### config.mk
export PLATFORM = sky130hd
export DESIGN_NAME = bbs_loop_seq
export DESIGN_NICKNAME = d
export VERILOG_FILES = /design/src/rtl/bbs_pkg.sv /design/src/rtl/bbs_trip_sel.sv /design/src/rtl/bbs_iter_ctrl.sv /design/src/rtl/bbs_redirect.sv /design/src/rtl/bbs_loop_seq.sv
export SDC_FILE = /design/constraint.sdc
export NUM_CORES = 1
export LEC_CHECK = 0
export ABC_AREA = 0
export BUFFER_PORTS_ARGS = -buffer_cell sky130_fd_sc_hd__buf_2
export CORE_ASPECT_RATIO = 0.9
export CORE_MARGIN = 4
export CORE_UTILIZATION = 25
export DETAILED_ROUTE_END_ITERATION = 6
export PLACE_DENSITY = 0.51
export SYNTH_ARGS = -nofsm -noshare
export SYNTH_HDL_FRONTEND = slang
export SYNTH_SLANG_ARGS = --single-unit
### constraint.sdc
create_clock -name clk -period 2.8 [get_ports clk]
set_input_delay 0.7 -clock clk [delete_from_list [all_inputs] [get_ports clk]]
set_output_delay 0.7 -clock clk [all_outputs]
set_load 0.05 [all_outputs]
### src/rtl/bbs_pkg.sv
package bbs_pkg;

    typedef enum logic [1:0] {
        LSRC_NONE = 2'd0,
        LSRC_IMM  = 2'd1,
        LSRC_REG  = 2'd2,
        LSRC_RSVD = 2'd3
    } lsrc_e;

    typedef enum logic {
        SEQ_IDLE = 1'b0,
        SEQ_RUN  = 1'b1
    } seq_state_e;

    typedef struct packed {
        logic running;
        logic last_bundle;
        logic last_iter;
    } seq_flags_t;

endpackage

### src/rtl/bbs_trip_sel.sv
module bbs_trip_sel #(
    parameter int LC_W = 8
) (
    input  logic [1:0]      lsrc,
    input  logic [LC_W-1:0] limm,
    input  logic [LC_W-1:0] rdata,
    output logic [LC_W-1:0] trips
);
    import bbs_pkg::*;

    localparam logic [LC_W-1:0] ONE = LC_W'(1);

    logic [LC_W-1:0] raw;

    always_comb begin
        case (lsrc_e'(lsrc))
            LSRC_IMM: raw = limm;
            LSRC_REG: raw = rdata;
            default:  raw = ONE;
        endcase
        trips = (raw <= ONE) ? ONE : raw;
    end

endmodule

### src/rtl/bbs_iter_ctrl.sv
module bbs_iter_ctrl #(
    parameter int NB_W = 3,
    parameter int LC_W = 8
) (
    input  logic                clk,
    input  logic                rst,
    input  logic                accept,
    input  logic [NB_W-1:0]     nb_eff,
    input  logic [LC_W-1:0]     trips,
    output logic [NB_W-1:0]     idx,
    output logic [LC_W-1:0]     iter,
    output bbs_pkg::seq_flags_t flags
);
    import bbs_pkg::*;

    seq_state_e      state;
    logic [NB_W-1:0] nb_r;
    logic [LC_W-1:0] trips_r;

    always_comb begin
        flags.running     = (state == SEQ_RUN);
        flags.last_bundle = (idx == nb_r - NB_W'(1));
        flags.last_iter   = (iter == trips_r - LC_W'(1));
    end

    always_ff @(posedge clk) begin
        if (rst) begin
            state   <= SEQ_IDLE;
            idx     <= '0;
            iter    <= '0;
            nb_r    <= NB_W'(1);
            trips_r <= LC_W'(1);
        end else begin
            case (state)
                SEQ_IDLE: begin
                    if (accept) begin
                        state   <= SEQ_RUN;
                        idx     <= '0;
                        iter    <= '0;
                        nb_r    <= nb_eff;
                        trips_r <= trips;
                    end
                end
                default: begin
                    if (flags.last_bundle) begin
                        idx <= '0;
                        if (flags.last_iter) begin
                            state <= SEQ_IDLE;
                            iter  <= '0;
                        end else begin
                            iter <= iter + LC_W'(1);
                        end
                    end else begin
                        idx <= idx + NB_W'(1);
                    end
                end
            endcase
        end
    end

    // Index stays inside the declared block length while issuing
    assert_idx_in_block_R2: assert property (@(posedge clk) disable iff (rst)
        flags.running |-> (idx < nb_r));

    // Pass boundary: index wraps and pass number steps without a gap
    assert_pass_wrap_R6: assert property (@(posedge clk) disable iff (rst)
        (flags.running && flags.last_bundle && !flags.last_iter)
        |=> (flags.running && idx == '0 && iter == $past(iter) + LC_W'(1)));

    // Mid-block bundles always advance by one
    assert_bundle_step_R7: assert property (@(posedge clk) disable iff (rst)
        (flags.running && !flags.last_bundle)
        |=> (flags.running && idx == $past(idx) + NB_W'(1)));

endmodule

### src/rtl/bbs_redirect.sv
module bbs_redirect #(
    parameter int ADDR_W = 32
) (
    input  logic              clk,
    input  logic              rst,
    input  logic              accept,
    input  logic              issue,
    input  logic              last_bundle,
    input  logic              last_iter,
    input  logic              br_taken,
    input  logic [ADDR_W-1:0] br_target,
    input  logic [ADDR_W-1:0] fallthru,
    output logic              done,
    output logic [ADDR_W-1:0] next_pc
);
    logic              rec_vld;
    logic [ADDR_W-1:0] rec_tgt;
    logic              br_now;
    logic              pass_end;

    assign br_now   = issue && br_taken;
    assign pass_end = issue && last_bundle;

    always_ff @(posedge clk) begin
        if (rst) begin
            rec_vld <= 1'b0;
            rec_tgt <= '0;
            done    <= 1'b0;
            next_pc <= '0;
        end else begin
            done <= 1'b0;
            if (accept || pass_end) begin
                rec_vld <= 1'b0;
            end else if (br_now) begin
                rec_vld <= 1'b1;
                rec_tgt <= br_target;
            end
            if (pass_end && last_iter) begin
                done <= 1'b1;
                if (br_now)
                    next_pc <= br_target;
                else if (rec_vld)
                    next_pc <= rec_tgt;
                else
                    next_pc <= fallthru;
            end
        end
    end

    // Completion is a single-cycle pulse
    assert_done_pulse_R8: assert property (@(posedge clk) disable iff (rst)
        done |=> !done);

    // Redirect address moves only when the block completes
    assert_pc_only_on_done_R9: assert property (@(posedge clk) disable iff (rst)
        !done |=> (done || $stable(next_pc)));

endmodule

### src/rtl/bbs_loop_seq.sv
module bbs_loop_seq #(
    parameter int ADDR_W = 32,
    parameter int NB_W   = 3,
    parameter int LC_W   = 8,
    parameter int RIDX_W = 5
) (
    input  logic              clk,
    input  logic              rst,
    input  logic              start,
    input  logic [ADDR_W-1:0] hdr_base,
    input  logic [NB_W-1:0]   hdr_nb,
    input  logic [1:0]        hdr_lsrc,
    input  logic [LC_W-1:0]   hdr_limm,
    input  logic [RIDX_W-1:0] hdr_lreg,
    output logic [RIDX_W-1:0] rf_idx,
    input  logic [LC_W-1:0]   rf_data,
    input  logic              br_taken,
    input  logic [ADDR_W-1:0] br_target,
    output logic              busy,
    output logic              bundle_valid,
    output logic [ADDR_W-1:0] bundle_addr,
    output logic [NB_W-1:0]   bundle_idx,
    output logic [LC_W-1:0]   iter_num,
    output logic              block_done,
    output logic [ADDR_W-1:0] next_pc
);
    import bbs_pkg::*;

    seq_flags_t        flags;
    logic              accept;
    logic [NB_W-1:0]   nb_eff;
    logic [LC_W-1:0]   trips;
    logic [ADDR_W-1:0] base_r;
    logic [ADDR_W-1:0] fallthru_r;

    assign rf_idx = hdr_lreg;
    assign accept = start && !flags.running;
    assign nb_eff = (hdr_nb == '0) ? NB_W'(1) : hdr_nb;

    always_ff @(posedge clk) begin
        if (rst) begin
            base_r     <= '0;
            fallthru_r <= '0;
        end else if (accept) begin
            base_r     <= hdr_base;
            fallthru_r <= hdr_base + ADDR_W'(nb_eff);
        end
    end

    bbs_trip_sel #(.LC_W(LC_W)) u_trip (
        .lsrc  (hdr_lsrc),
        .limm  (hdr_limm),
        .rdata (rf_data),
        .trips (trips)
    );

    bbs_iter_ctrl #(.NB_W(NB_W), .LC_W(LC_W)) u_ctrl (
        .clk    (clk),
        .rst    (rst),
        .accept (accept),
        .nb_eff (nb_eff),
        .trips  (trips),
        .idx    (bundle_idx),
        .iter   (iter_num),
        .flags  (flags)
    );

    bbs_redirect #(.ADDR_W(ADDR_W)) u_redir (
        .clk         (clk),
        .rst         (rst),
        .accept      (accept),
        .issue       (flags.running),
        .last_bundle (flags.last_bundle),
        .last_iter   (flags.last_iter),
        .br_taken    (br_taken),
        .br_target   (br_target),
        .fallthru    (fallthru_r),
        .done        (block_done),
        .next_pc     (next_pc)
    );

    assign busy         = flags.running;
    assign bundle_valid = flags.running;
    assign bundle_addr  = base_r + ADDR_W'(bundle_idx);

    // A header offered while busy leaves the captured block untouched
    assert_busy_start_ignored_R10: assert property (@(posedge clk) disable iff (rst)
        (busy && start) |=> ($stable(base_r) && $stable(fallthru_r)));

    // Completion never overlaps issue and follows an issuing cycle
    assert_done_after_issue_R8: assert property (@(posedge clk) disable iff (rst)
        block_done |-> (!bundle_valid && $past(bundle_valid)));

    // Accepting a header starts issue at bundle 0 of pass 0
    assert_entry_R1: assert property (@(posedge clk) disable iff (rst)
        (start && !busy) |=> (busy && bundle_idx == '0 && iter_num == '0));

endmodule

; Word-level counts from Yosys, hierarchy flattened
; Index checks and enable logic that the tools add are counted.
[totals]
rom_bits = 0
register_bits = 153
output_inout_bits = 83
mem_count = 0
mem_bits_rw = 0
input_bits = 94
elab_cells = 54
latchBits = 0
[classes]
reduce_logical = 12
add_sub_neg = 6
order_cmp = 1
n_shift = 0
eq_ne = 5
multipliers = 0
n_div = 0
bitwise = 2
mux = 17
[op_table]
columns = operator, n
row1 = $add A32 B3 Y32, 2
row2 = $mux W32, 2
row3 = $mux W8, 5
row4 = $pmux W8 S2, 1
row5 = $mux W3, 4
row6 = $add A8 B1 Y8 const B, 1
row7 = $eq A8 B8 Y1, 1
row8 = $le A8 B1 Y1 const B, 1
row9 = $sub A8 B1 Y8 const B, 1
row10 = $reduce_and A2 Y1, 3
row11 = $mux W1, 5
row12 = $logic_and A1 B1 Y1, 4
row13 = $add A3 B1 Y3 const B, 1
row14 = $eq A3 B3 Y1, 1
row15 = $logic_not A3 Y1, 1
row16 = $sub A3 B1 Y3 const B, 1
row17 = $eq A2 B1 Y1 const B, 1
row18 = $eq A2 B2 Y1 const B, 1
row19 = $ne A2 B1 Y1 const B, 1
row20 = $not A1 Y1, 2
row21 = $reduce_bool A2 Y1, 1
row22 = $reduce_or A2 Y1, 1
row23 = $logic_not A1 Y1, 1
row24 = $logic_or A1 B1 Y1, 1

; Longest topological paths before layout
; Gate-level depths: netlist of run 1.
[logic_depth]
word_depth = 6
mapped_depth = 10
mapped_depth_nobuf = 9

; Hierarchy
; Synthesis of run 1 repeated with hierarchy kept, for this count alone.
[hier_totals]
cells_unflattened = 1003
area_unflattened_um2 = 8713.4
[by_module_without_submodules]
columns = mod, cells_each, n_inst, seq_area_each_um2, area_each_um2
row1 = bbs_redirect, 368, 1, 1321.3, 3633.5
row2 = bbs_loop_seq, 449, 1, 1281.2, 3535.9
row3 = bbs_iter_ctrl, 162, 1, 460.4, 1327.5
row4 = bbs_trip_sel, 24, 1, 0.0, 216.5

; Least setup slack after synthesis of run 1
; Ideal clock, no wire load.
[synth_timing]
kind = register to output
from = register u_ctrl.idx[0]
to = output port bundle_addr[31]
path_buffers = 0
required_time_ns = 2.100
path_stages_with_launch = 8
setup_slack_ns = -0.838
arrival_time_ns = 2.938
cell_sequence = dfxtp_1 > ha_1 > a21o_1 > a21oi_1 > nor3_1 > nand2_1 > nor2_1 > xor2_1
[synth_via]
elab_chain_cells = 1
[synth_lines]
columns = item, line
row1 = start: declaration, bbs_iter_ctrl.sv:10  ; output logic [NB_W-1:0] idx,
row2 = start signal: assignment, bbs_iter_ctrl.sv:54  ; idx <= idx + NB_W'(1);
row3 = $add A32 B3 Y32, bbs_loop_seq.sv:84  ; assign bundle_addr = base_r + ADDR_W'(bundle_idx);
row4 = end: declaration, bbs_loop_seq.sv:21  ; output logic [ADDR_W-1:0] bundle_addr,
; Every way passes these cells.

; Final worst setup path of run 1
[layout_timing]
from = register u_ctrl.idx[0]
to = output port bundle_addr[22]
; Same word-level chain as after synthesis.

==> metrics.md, run 1 <==
| Metric | Value |
|---|---|
| Worst-case reg-to-reg path depth | 7 |
| Clk Latency, worst-skew pair | 0.42 ns |
| Die footprint | 34050 um2 |
| Root cell of the clock tree | clkbuf_16 |
| Grt ovf | 0 |
| Worst-path maximum fanout | 3 |
| Drt first pass iters | 5 |
| Mapped Area | 7789 um2 |
| Cell row count | 61 |
| Max-Cap Viols | 0 |
| Chip width | 194.1 um |
| Number of CTS-inserted buffers | 17 |
| CTS tree | built |
| Mapped Cells | 923 |
| Clock Sinks | 153 |
| Syn nets | 1031 |
| DRT Wirelength | 24840 um |
| Failing checks | negative setup slack |
| Final Wtd Congestion | 0.7791 |
| RSZ-0062 raised after global routing | true |
| Average size of a mapped cell | 8.438 um2 |
| Sequential element share of the synthesized area | 0.3933 |
| Ys Warns | 0 |
| Slew @ Worst Pin | 0.6121 ns |
| Distinct cells, synth | 54 |
| Maximum clock path buffer count | 2 |
| Hold Fails Final Rpt | 0 |
| Status | finished with violations |
| Hold Path Class | flop to flop |
| Peak VDD IR | 0.0003614 V |
| Synth Flop Type | dfxtp_1 |
| Layout area overhead | 37.91% |
| Hold Crit Depth | 2 |
| Crit. End Element | output pin |
| Fraction of registers with async set/reset | 0 |
| Nets | 1207 |
| Highest Clock Rate | 339.7 MHz |
| Fin util | 0.3484 |
| Detailed Place HPWL | 18170 um |
| Final critical-path required period | 2.944 ns |
| Vias | 6923 |
| ANT nets after route | 0 |
| Fin crit share | 1.051 |
| Worst EP arrival | 2.24 ns |
| Design area | 10740 um2 |
| Critical path class | flop to output pin |
| DRT iter0 DRCs | 343 |
| Starting Density | 0.2526 |
| Final setup vio count | 18 |
| Worst setup SP type | flop |
| Share of layout cells above drive strength 1 | 0.2968 |
| Chip Height | 175.5 um |
| Drt wl/cell | 16.31 um |
| Pwr per Cell Area | 532.8 nW/um2 |
| Core area | 30830 um2 |
| Reg clk slew, reported paths | 0.06 ns |
| Max-slew headroom | 0.5920 |
| Overall power | 5.723 mW |
| Vias per inst | 4.546 |
| Area after DPL | 9713 um2 |
| Initial antenna violation count | 3 |
| Fill cells | 3183 |
| Port Buf Inserts | 166 |
| Total Routing Usage GR | 0.1436 |
| DRC errors left | 0 |
| Setup WS pre-CTS | 0.01445 ns |
| Vias in the first global route | 6646 |
| Final Skew | 0.009638 ns |
| CTS H-Tree Depth | 4 |
| Ports | 177 |
| Final Slew Violations | 0 |
| Pin count of the biggest net entering global routing | 123 |
| Worst endpoint required time | 2.10 ns |
| Number of synthesized flops with an enable pin | 0 |
| Final WS setup | -0.1438 ns |
| First-pass GRT wire length | 38590 um |
| LEAKAGE | 4.315 nW |
| FF+latch count, synth | 153 |
## per-layer routing
metal | GRT usage | part of all wire
met3 | 0.02973 | 0.039
met4 | 0.04423 | 0.015
met5 | 0 | 0.00044
met2 | 0.2124 | 0.44
met1 | 0.2101 | 0.51
## cells by family after synthesis
| family | after synthesis | share of synthesized area |
|---|---|---|
| flip-flops | 153 | 0.3933 |
| AO/OA/AOI/OAI | 147 | 0.1189 |
| buffers and inverters | 75 | 0.04626 |
| adder cells (fa/ha/maj) | 14 | 0.02442 |
| multiplexers | 97 | 0.1247 |
| XOR/XNOR | 69 | 0.07936 |
| AND/OR/NAND/NOR | 368 | 0.2132 |
## state kept, by name (all words and copies together) (netlist names)
register         flops
u_ctrl.idx           3
u_redir.done         1
u_ctrl.state         1
base_r              32
u_ctrl.iter          8
u_redir.rec_tgt     32
u_redir.rec_vld      1
u_ctrl.trips_r       8
fallthru_r          32
u_redir.next_pc     32
u_ctrl.nb_r          3
## layout make-up
cell class	instances	area (um2)	area share
inverter	12	45.04	0.004193
antenna	2	5.005	0.0004659
multi-input combinational	695	4895	0.4557
tap	409	511.7	0.04764
clock inverter	11	83.83	0.007804
sequential	153	3078	0.2865
timing repair buffer	220	1642	0.1528
clock buffer	21	481.7	0.04485
## cells in the mapped netlist (12+ instances only)
cell type,count,share of area
dfxtp_1,153,0.39
nand2_1,142,0.068
xnor2_1,46,0.052
nor3_1,18,0.012
inv_1,12,0.0058
o21ai_0,44,0.028
nand3_1,21,0.013
a21oi_1,47,0.030
mux2i_1,97,0.12
nor2_1,120,0.058
xor2_1,22,0.025
a211oi_1,19,0.018
clkbuf_1,44,0.021
ha_1,12,0.019
nand4_1,15,0.012
## critical path, stage by stage (launching register included)
cell     delay [ns]
dfxtp_4        0.35
ha_4           0.16
fa_2           0.36
a21oi_4        0.19
nor3_4         0.07
buf_12         0.14
buf_8          0.12
nand4_1        0.11
xnor2_2        0.14
buf_6          0.18
## placed cells by master, fill, tap and decap left out, types with 19 or more instances in the layout
master and count:
o21ai_0 44, nand2_1 135, clkbuf_16 20, buf_4 46
a21oi_1 45, buf_12 19, nor2_1 118, mux2i_1 97
a211oi_1 19, dfxtp_1 145, xnor2_1 26, buf_2 137
## report_power, final
part           total [mW]  internal, mW  switching (mW)
registers            2.39          2.29           0.102
clock network        2.23          1.24           0.982
logic                1.10         0.443           0.657
## worst paths after layout
kind                                         from            endpoint  slack [ns]
worst max-delay path                u_ctrl.idx[0]     bundle_addr[22]       -0.14
worst min-delay path                fallthru_r[3]       fallthru_r[3]        0.47
worst max register to register  u_ctrl.trips_r[0]  u_redir.next_pc[6]        0.34
worst min register to register      fallthru_r[3]       fallthru_r[3]        0.47
## per-stage QoR
step | std cells | hold WS (ns) | TNS (ns)
6_report | 1523 | 0.4701 | -1.272
4_1_cts | 1517 | 0.4682 | -2.184
3_3_place_gp | 1482 | 0.4468 | 0
2_1_floorplan | 923 | 0.4244 | -0.05062
5_1_grt | 1523 | 0.4749 | -3.254
3_5_place_dp | 1482 | 0.4564 | 0
## timing repair
action	in CTS	in global routing
setup buffers	5	6
cloned	0	0
gates resized for setup	60	32
hold buffers	0	0
setup endpoints to repair	28	27
pin swaps	18	22
(Power assumes the default switching activity.)
==> run 2: changes to the inputs <==
==> constraint.sdc (replaced) <==
create_clock -name clk -period 2.99 [get_ports clk]
set_input_delay 0.7475 -clock clk [delete_from_list [all_inputs] [get_ports clk]]
set_output_delay 0.7475 -clock clk [all_outputs]
set_load 0.05 [all_outputs]
==> run 2 against run 1 <==
Against the previous run: the flow now finishes without violations; wire length is 1.6% lower; critical endpoint is now bundle_addr[20]; largest cell class unchanged; die area is the same; critical path depth fell by 1; highest routed layer unchanged; register-to-register slack improved by 0.13 ns.
==> metrics.md, run 2 (synthesized netlist as in run 1, its figures left out) <==
| Metric | Value |
|---|---|
| Worst-path maximum fanout | 3 (unchanged) |
| Hold Buf Count CTS | 0 (unchanged) |
| Fin crit share | 0.9792 |
| Clk pwr share | 0.421 (+0.032) |
| Peak VDD IR | 0.0003569 V (-1.2%) |
| Final Slew Violations | 0 (unchanged) |
| CP Launch Point | u_ctrl.idx[0] |
| Max-Cap Viols | 0 (unchanged) |
| CTS tree | built |
| Reg clk slew, reported paths | 0.07 ns (about the same) |
| Clk Latency, worst-skew pair | 0.42 ns (about the same) |
| Drt first pass iters | 4 (-1) |
| Worst Setup EP | bundle_addr[20] |
| Status | finished clean |
| Flop pwr share | 0.407 (-0.011) |
| DRT Wirelength | 24440 um (-1.6%) |
| DRT iter0 DRCs | 279 (-19%) |
| R2r setup slk | 0.47 ns (+0.13 ns) |
| Vias in the first global route | 6599 (-0.71%) |
| Detailed Place HPWL | 18020 um (-0.83%) |
| Grt ovf | 0 (unchanged) |
| Final critical-path required period | 2.928 ns |
| Switching power total | 1.594 mW (-8.5%) |
| CTS H-Tree Depth | 4 (unchanged) |
| Chip Height | 175.5 um (unchanged) |
| Highest Clock Rate | 341.6 MHz |
| LEAKAGE | 4.047 nW (-6.2%) |
| Comb power frac | 0.172 (-0.020) |
| Max-slew headroom | 0.5026 (-0.08937) |
| Final setup vio count | 0 (-18) |
| Vias per inst | 4.534 (-0.26%) |
| RSZ-0062 raised after global routing | true |
| Ports | 177 (unchanged) |
| Slew @ Worst Pin | 0.7445 ns (+0.1325 ns) |
| Number of CTS-inserted buffers | 17 (unchanged) |
| Most frequent cells in the layout | dfxtp_1, buf_2, nand2_1, nor2_1, mux2i_1 |
| Die footprint | 34050 um2 (unchanged) |
| Pwr per Cell Area | 545.8 nW/um2 (+2.4%) |
| Worst-case reg-to-reg path depth | 7 (unchanged) |
| Most common cell after layout, fill and taps aside | dfxtp_1 |
| First-pass GRT wire length | 38010 um (-1.5%) |
| Final Skew | 0.01166 ns (+0.002020 ns) |
| Worst EP arrival | 2.18 ns (-0.06 ns) |
| Final Wtd Congestion | 0.8010 (+2.8%) |
| R2R Path End | u_redir.next_pc[23] |
| Chip width | 194.1 um (unchanged) |
| Hold Fails Final Rpt | 0 (unchanged) |
| Hold Path Class | flop to flop |
| Initial antenna violation count | 1 (-2) |
| ANT nets after route | 0 (unchanged) |
| Worst setup SP type | flop |
| Switching share of power | 0.2873 (-0.01701) |
| Crit. End Element | output pin |
| Share of layout cells above drive strength 1 | 0.2560 (-0.04078) |
| Root cell of the clock tree | clkbuf_16 |
| Pin count of the biggest net entering global routing | 104 (-15%) |
| Core area | 30830 um2 (unchanged) |
| Setup TNS | 0 ns (+1.272 ns) |
| Critical path class | flop to output pin |
| Fin util | 0.3297 (-0.01871) |
| Nets | 1181 (-2.2%) |
| Overall power | 5.548 mW (-3.1%) |
| Worst r2r src | u_ctrl.trips_r[0] |
| DRC errors left | 0 (unchanged) |
| Port Buf Inserts | 166 (unchanged) |
| Cell row count | 61 (unchanged) |
| Total Routing Usage GR | 0.1413 (-0.002347) |
| Vias | 6778 (-2.1%) |
| Starting Density | 0.2526 (unchanged) |
| Fill cells | 3269 (+2.7%) |
| Diodes inserted | 0 (-2) |
| Clock Sinks | 153 (unchanged) |
| Layout area overhead | 30.51% |
| Maximum clock path buffer count | 2 (unchanged) |
| Worst endpoint required time | 2.24 ns (+0.14 ns) |
| Drt wl/cell | 16.35 um (+0.21%) |
| Internal | 3.953 mW (-0.69%) |
run 2: cell count changes in the layout (fill, tap and decap cells not counted), moves of 4 or more:
cell,change
buf_4,-14
buf_12,-11
nand3_1,+6
xnor2_1,+5
xnor2_4,-5
and3_1,+4
buf_2,+4
bufinv_16,+4
inv_6,-4
nand2_1,+4
nand2_4,-4
run 2: how the worst min path moves through the flow:
| stage | from | endpoint | slack, ns | depth (start not counted) |
|---|---|---|---|---|
| after floorplan | fallthru_r[27] | fallthru_r[27] | 0.42 | 2 |
| after global placement | u_ctrl.nb_r[1] | u_ctrl.nb_r[1] | 0.45 | 2 |
| after detailed placement | u_ctrl.nb_r[1] | u_ctrl.nb_r[1] | 0.45 | 2 |
| after CTS | u_ctrl.nb_r[1] | u_ctrl.nb_r[1] | 0.46 | 2 |
| after global routing | u_ctrl.nb_r[1] | u_ctrl.nb_r[1] | 0.49 | 2 |
| final | fallthru_r[0] | fallthru_r[0] | 0.46 | 2 |
run 2: power by group through the flow:
stage | clock (mW) | sequential (mW) | combinational, mW
3_3_place_gp | 0 | 2.30 | 0.933
6_report | 2.34 | 2.26 | 0.953
4_1_cts | 2.40 | 2.26 | 0.959
5_1_grt | 2.48 | 2.27 | 1.05
3_5_place_dp | 0 | 2.30 | 0.940
2_1_floorplan | 0 | 2.31 | 0.618
run 2: area by class of cell:
cell class,instances,area [um2],area share
Clock buffer,21,460.4,0.04530
Clock inverter,11,170.2,0.01674
Inverter,12,45.04,0.004431
Multi-Input combinational cell,695,4658,0.4583
Sequential cell,153,3074,0.3024
Tap cell,409,511.7,0.05034
Timing Repair Buffer,194,1245,0.1225
run 2: repair_timing:
item,in CTS,in global routing
endpoints found under the hold margin,0,0
pin swaps,7,5
resized for setup,43,16
buffers inserted,2,2
setup endpoints to repair,25,26
run 2: critical path: stages, from the launching register on:
cell and delay (ns):
dfxtp_2 0.34, ha_4 0.16, fa_2 0.36, a21oi_4 0.20, nor3_4 0.07, nand2_1 0.20
nor3_4 0.06, xor2_2 0.17, buf_4 0.19
run 2: through the flow:
step	cell area (um2)	std cells	hold slack (ns)	setup slack [ns]
2_1_floorplan	7949	923	0.4244	-0.001003
3_3_place_gp	9303	1460	0.4478	0.2185
3_5_place_dp	9303	1460	0.4521	0.1476
4_1_cts	10090	1493	0.4615	-0.03524
5_1_grt	10160	1495	0.4908	-0.1077
6_report	10160	1495	0.4581	0.06223
run 2: per-layer routing:
layer  vias to the layer above  wire (um)  global-route usage
met5                         -         13                   0
met4                         2        261             0.03574
met3                        15       1010             0.03069
met2                       135      10560              0.2092
met1                      3153      12600              0.2087
li1                       3473          -                   -
==> run 3: changes to the inputs <==
--- a/config.mk
+++ b/config.mk
@@ -12,6 +12,7 @@
 export CORE_UTILIZATION = 25
 export DETAILED_ROUTE_END_ITERATION = 6
 export PLACE_DENSITY = 0.51
+export SETUP_SLACK_MARGIN = 0.5
 export SYNTH_ARGS = -nofsm -noshare
 export SYNTH_HDL_FRONTEND = slang
 export SYNTH_SLANG_ARGS = --single-unit
==> run 3 against run 2 <==
Against the previous run: the run now ends with negative setup slack left; hold slack improved by 0.0054 ns; sequential power about the same; critical path depth increased by 1; cell count increased by 2.5%; total power decreased by 1.1%; highest routed layer is now met4; first-iteration DRC count increased by 27%; die area unchanged; non-clock buffer count increased by 36; worst setup slack got worse by 0.18 ns; clock skew increased by 0.00064 ns; via count increased by 2.1%.
==> metrics.md, run 3 (synthesized netlist as in run 1, its figures left out) <==
| Metric | Value |
|---|---|
| Total placed cells including tap cells | 1467 (+0.48%) |
| Status | finished with violations |
| Hold Crit Depth | 2 (unchanged) |
| Worst r2r src | u_ctrl.trips_r[1] |
| Critical path class | flop to output pin |
| Max-slew headroom | 0.5033 (+0.0007240) |
| R2r setup slk | 0.53 ns (+0.06 ns) |
| Number of CTS-inserted buffers | 17 (unchanged) |
| Chip Height | 175.5 um (unchanged) |
| Core area | 30830 um2 (unchanged) |
| Final Slew Violations | 0 (unchanged) |
| Grt ovf | 0 (unchanged) |
| Most frequent cells in the layout | dfxtp_1, nand2_1, buf_2, nor2_1, mux2i_1 |
| Clk Latency, worst-skew pair | 0.43 ns (about the same) |
| Drt first pass iters | 4 (unchanged) |
| CTS H-Tree Depth | 4 (unchanged) |
| LEAKAGE | 4.371 nW (+8.0%) |
| Failing checks | negative setup slack |
| Crit. End Element | output pin |
| Vias | 6918 (+2.1%) |
| Highest Clock Rate | 322.1 MHz (-5.7%) |
| Total Routing Usage GR | 0.1449 (+0.003635) |
| Fill cells | 3193 (-2.3%) |
| Worst setup SP type | flop |
| Drt wl/cell | 16.83 um (+2.9%) |
| Final Wtd Congestion | 0.7509 (-6.3%) |
| Layout area overhead | 41.70% |
| Final Skew | 0.01230 ns (+0.0006441 ns) |
| Nets | 1217 (+3.0%) |
| Max-Cap Viols | 0 (unchanged) |
| Final critical-path required period | 3.105 ns (+0.1772 ns) |
| Cell row count | 61 (unchanged) |
| Starting Density | 0.2526 (unchanged) |
| RSZ-0062 raised after global routing | true |
| Reg clk slew, reported paths | 0.07 ns (about the same) |
| Worst-case reg-to-reg path depth | 9 (+2) |
| CP most frequent cell | buf_6 |
| Worst path max stage delay | 0.41 ns (+0.05 ns) |
| Maximum clock path buffer count | 2 (unchanged) |
| DRT Wirelength | 25800 um (+5.6%) |
| DRT iter0 DRCs | 353 (+27%) |
| Root cell of the clock tree | clkbuf_16 |
| Most common cell after layout, fill and taps aside | dfxtp_1 |
| Pwr per Cell Area | 496.9 nW/um2 (-9.0%) |
| Port Buf Inserts | 166 (unchanged) |
| Die footprint | 34050 um2 (unchanged) |
| Worst-path maximum fanout | 4 (+1) |
| Initial antenna violation count | 2 (+1) |
| Clock Sinks | 153 (unchanged) |
| Post-Layout Cell Count | 1533 (+2.5%) |
| Share of layout cells above drive strength 1 | 0.3111 (+0.05507) |
| Fin crit share | 1.038 (+0.05926) |
| Hold Fails Final Rpt | 0 (unchanged) |
| Worst EP arrival | 2.36 ns (+0.18 ns) |
| CTS tree | built |
| WHS Endpoint | u_ctrl.nb_r[2] |
| Pin count of the biggest net entering global routing | 67 (-36%) |
| Critical path cell sequence | buf_6 > fa_2 > a21oi_4 > nor3_2 > buf_4 > nor2b_4 > nand4_1 > xnor2_4 > buf_6 |
| Hold Path Class | flop to flop |
| Ports | 177 (unchanged) |
| Final setup vio count | 13 (+13) |
| Worst Hold Launch | u_ctrl.nb_r[2] |
| Worst path slowest cell | fa_2 |
| Peak VDD IR | 0.0003273 V (-8.3%) |
| ANT nets after route | 0 (unchanged) |
| Detailed Place HPWL | 18000 um (-0.15%) |
| Fin util | 0.3579 (+0.02828) |
| Chip width | 194.1 um (unchanged) |
| Final WS setup | -0.1150 ns (-0.1772 ns) |
| Setup WS pre-CTS | 0.1415 ns (-0.006132 ns) |
| Hold Buf Count CTS | 0 (unchanged) |
| R2R Path End | u_redir.next_pc[2] |
| DRC errors left | 0 (unchanged) |
| Worst endpoint required time | 2.24 ns (about the same) |
| First-pass GRT wire length | 38720 um (+1.9%) |
| Slew @ Worst Pin | 0.7450 ns (+0.0004918 ns) |
| Vias in the first global route | 6671 (+1.1%) |
| Vias per inst | 4.513 (-0.46%) |
==> run 3: cell types whose count changed in the layout (fill, tap and decap cells not counted), sizes merged <==
cell / delta
diode: +2
clkbuf: +1
clkinvlp: +1
clkinv: +1
buf: +35
bufinv: -2
==> run 3: area by class of cell <==
cell class | instances | area, um2 | area share
inverters | 12 | 45.04 | 0.004081
clock inverters | 11 | 122.6 | 0.01111
diodes | 2 | 5.005 | 0.0004535
flip-flops and latches | 153 | 3093 | 0.2802
well taps | 409 | 511.7 | 0.04637
repair buffers | 230 | 1694 | 0.1535
multi-input cells | 695 | 5105 | 0.4625
clock buffers | 21 | 460.4 | 0.04172
==> run 3: routing by layer <==
metal / GRT usage / share of wire
met4: 0.04540 / 0.016
met5: 0 / 0
met2: 0.2123 / 0.44
met1: 0.2156 / 0.50
met3: 0.02647 / 0.039
==> run 3: where the power goes <==
group	internal, mW	total, mW	switching (mW)
Sequential	2.15	2.25	0.100
Combinational	0.435	1.07	0.638
Clock	1.27	2.16	0.893
Total	3.85	5.48	1.63
==> run 3: critical path, delay by kind of cell (launching register included) <==
family	cells	cell delay, ns
buffers and inverters	3	0.46
adder cells (fa/ha/maj)	1	0.41
AND/OR/NAND/NOR	3	0.39
flip-flops	1	0.36
AO/OA/AOI/OAI	1	0.18
XOR/XNOR	1	0.14
==> run 3: metrics by stage <==
stage | TNS, ns | instance area (um2) | power (mW) | hold WS [ns]
finish | -0.6211 | 11040 | 5.484 | 0.4635
global route | -2.064 | 11040 | 5.726 | 0.4826
CTS | -1.218 | 10750 | 5.511 | 0.4632
detailed placement | 0 | 9610 | 3.256 | 0.4540
global placement | 0 | 9610 | 3.251 | 0.4513
floorplan | 0 | 8288 | 2.956 | 0.4244
==> run 3: worst max-delay path by stage <==
| stage | depth (start not counted) | slack (ns) | end | start |
|---|---|---|---|---|
| floorplan | 7 | 0.25 | bundle_addr[30] | u_ctrl.idx[0] |
| global placement | 9 | 0.16 | bundle_addr[30] | u_ctrl.idx[0] |
| detailed placement | 9 | 0.14 | bundle_addr[30] | u_ctrl.idx[0] |
| CTS | 9 | -0.16 | bundle_addr[30] | u_ctrl.idx[0] |
| global route | 9 | -0.18 | bundle_addr[30] | u_ctrl.idx[1] |
| finish | 9 | -0.11 | bundle_addr[30] | u_ctrl.idx[1] |
==> run 3: repair_timing <==
action,in CTS,in global routing
endpoints found under the hold margin,0,0
pin swaps,26,19
cloned,2,3
resized for setup,94,26
endpoints found under the setup margin,63,69
setup buffers,17,10
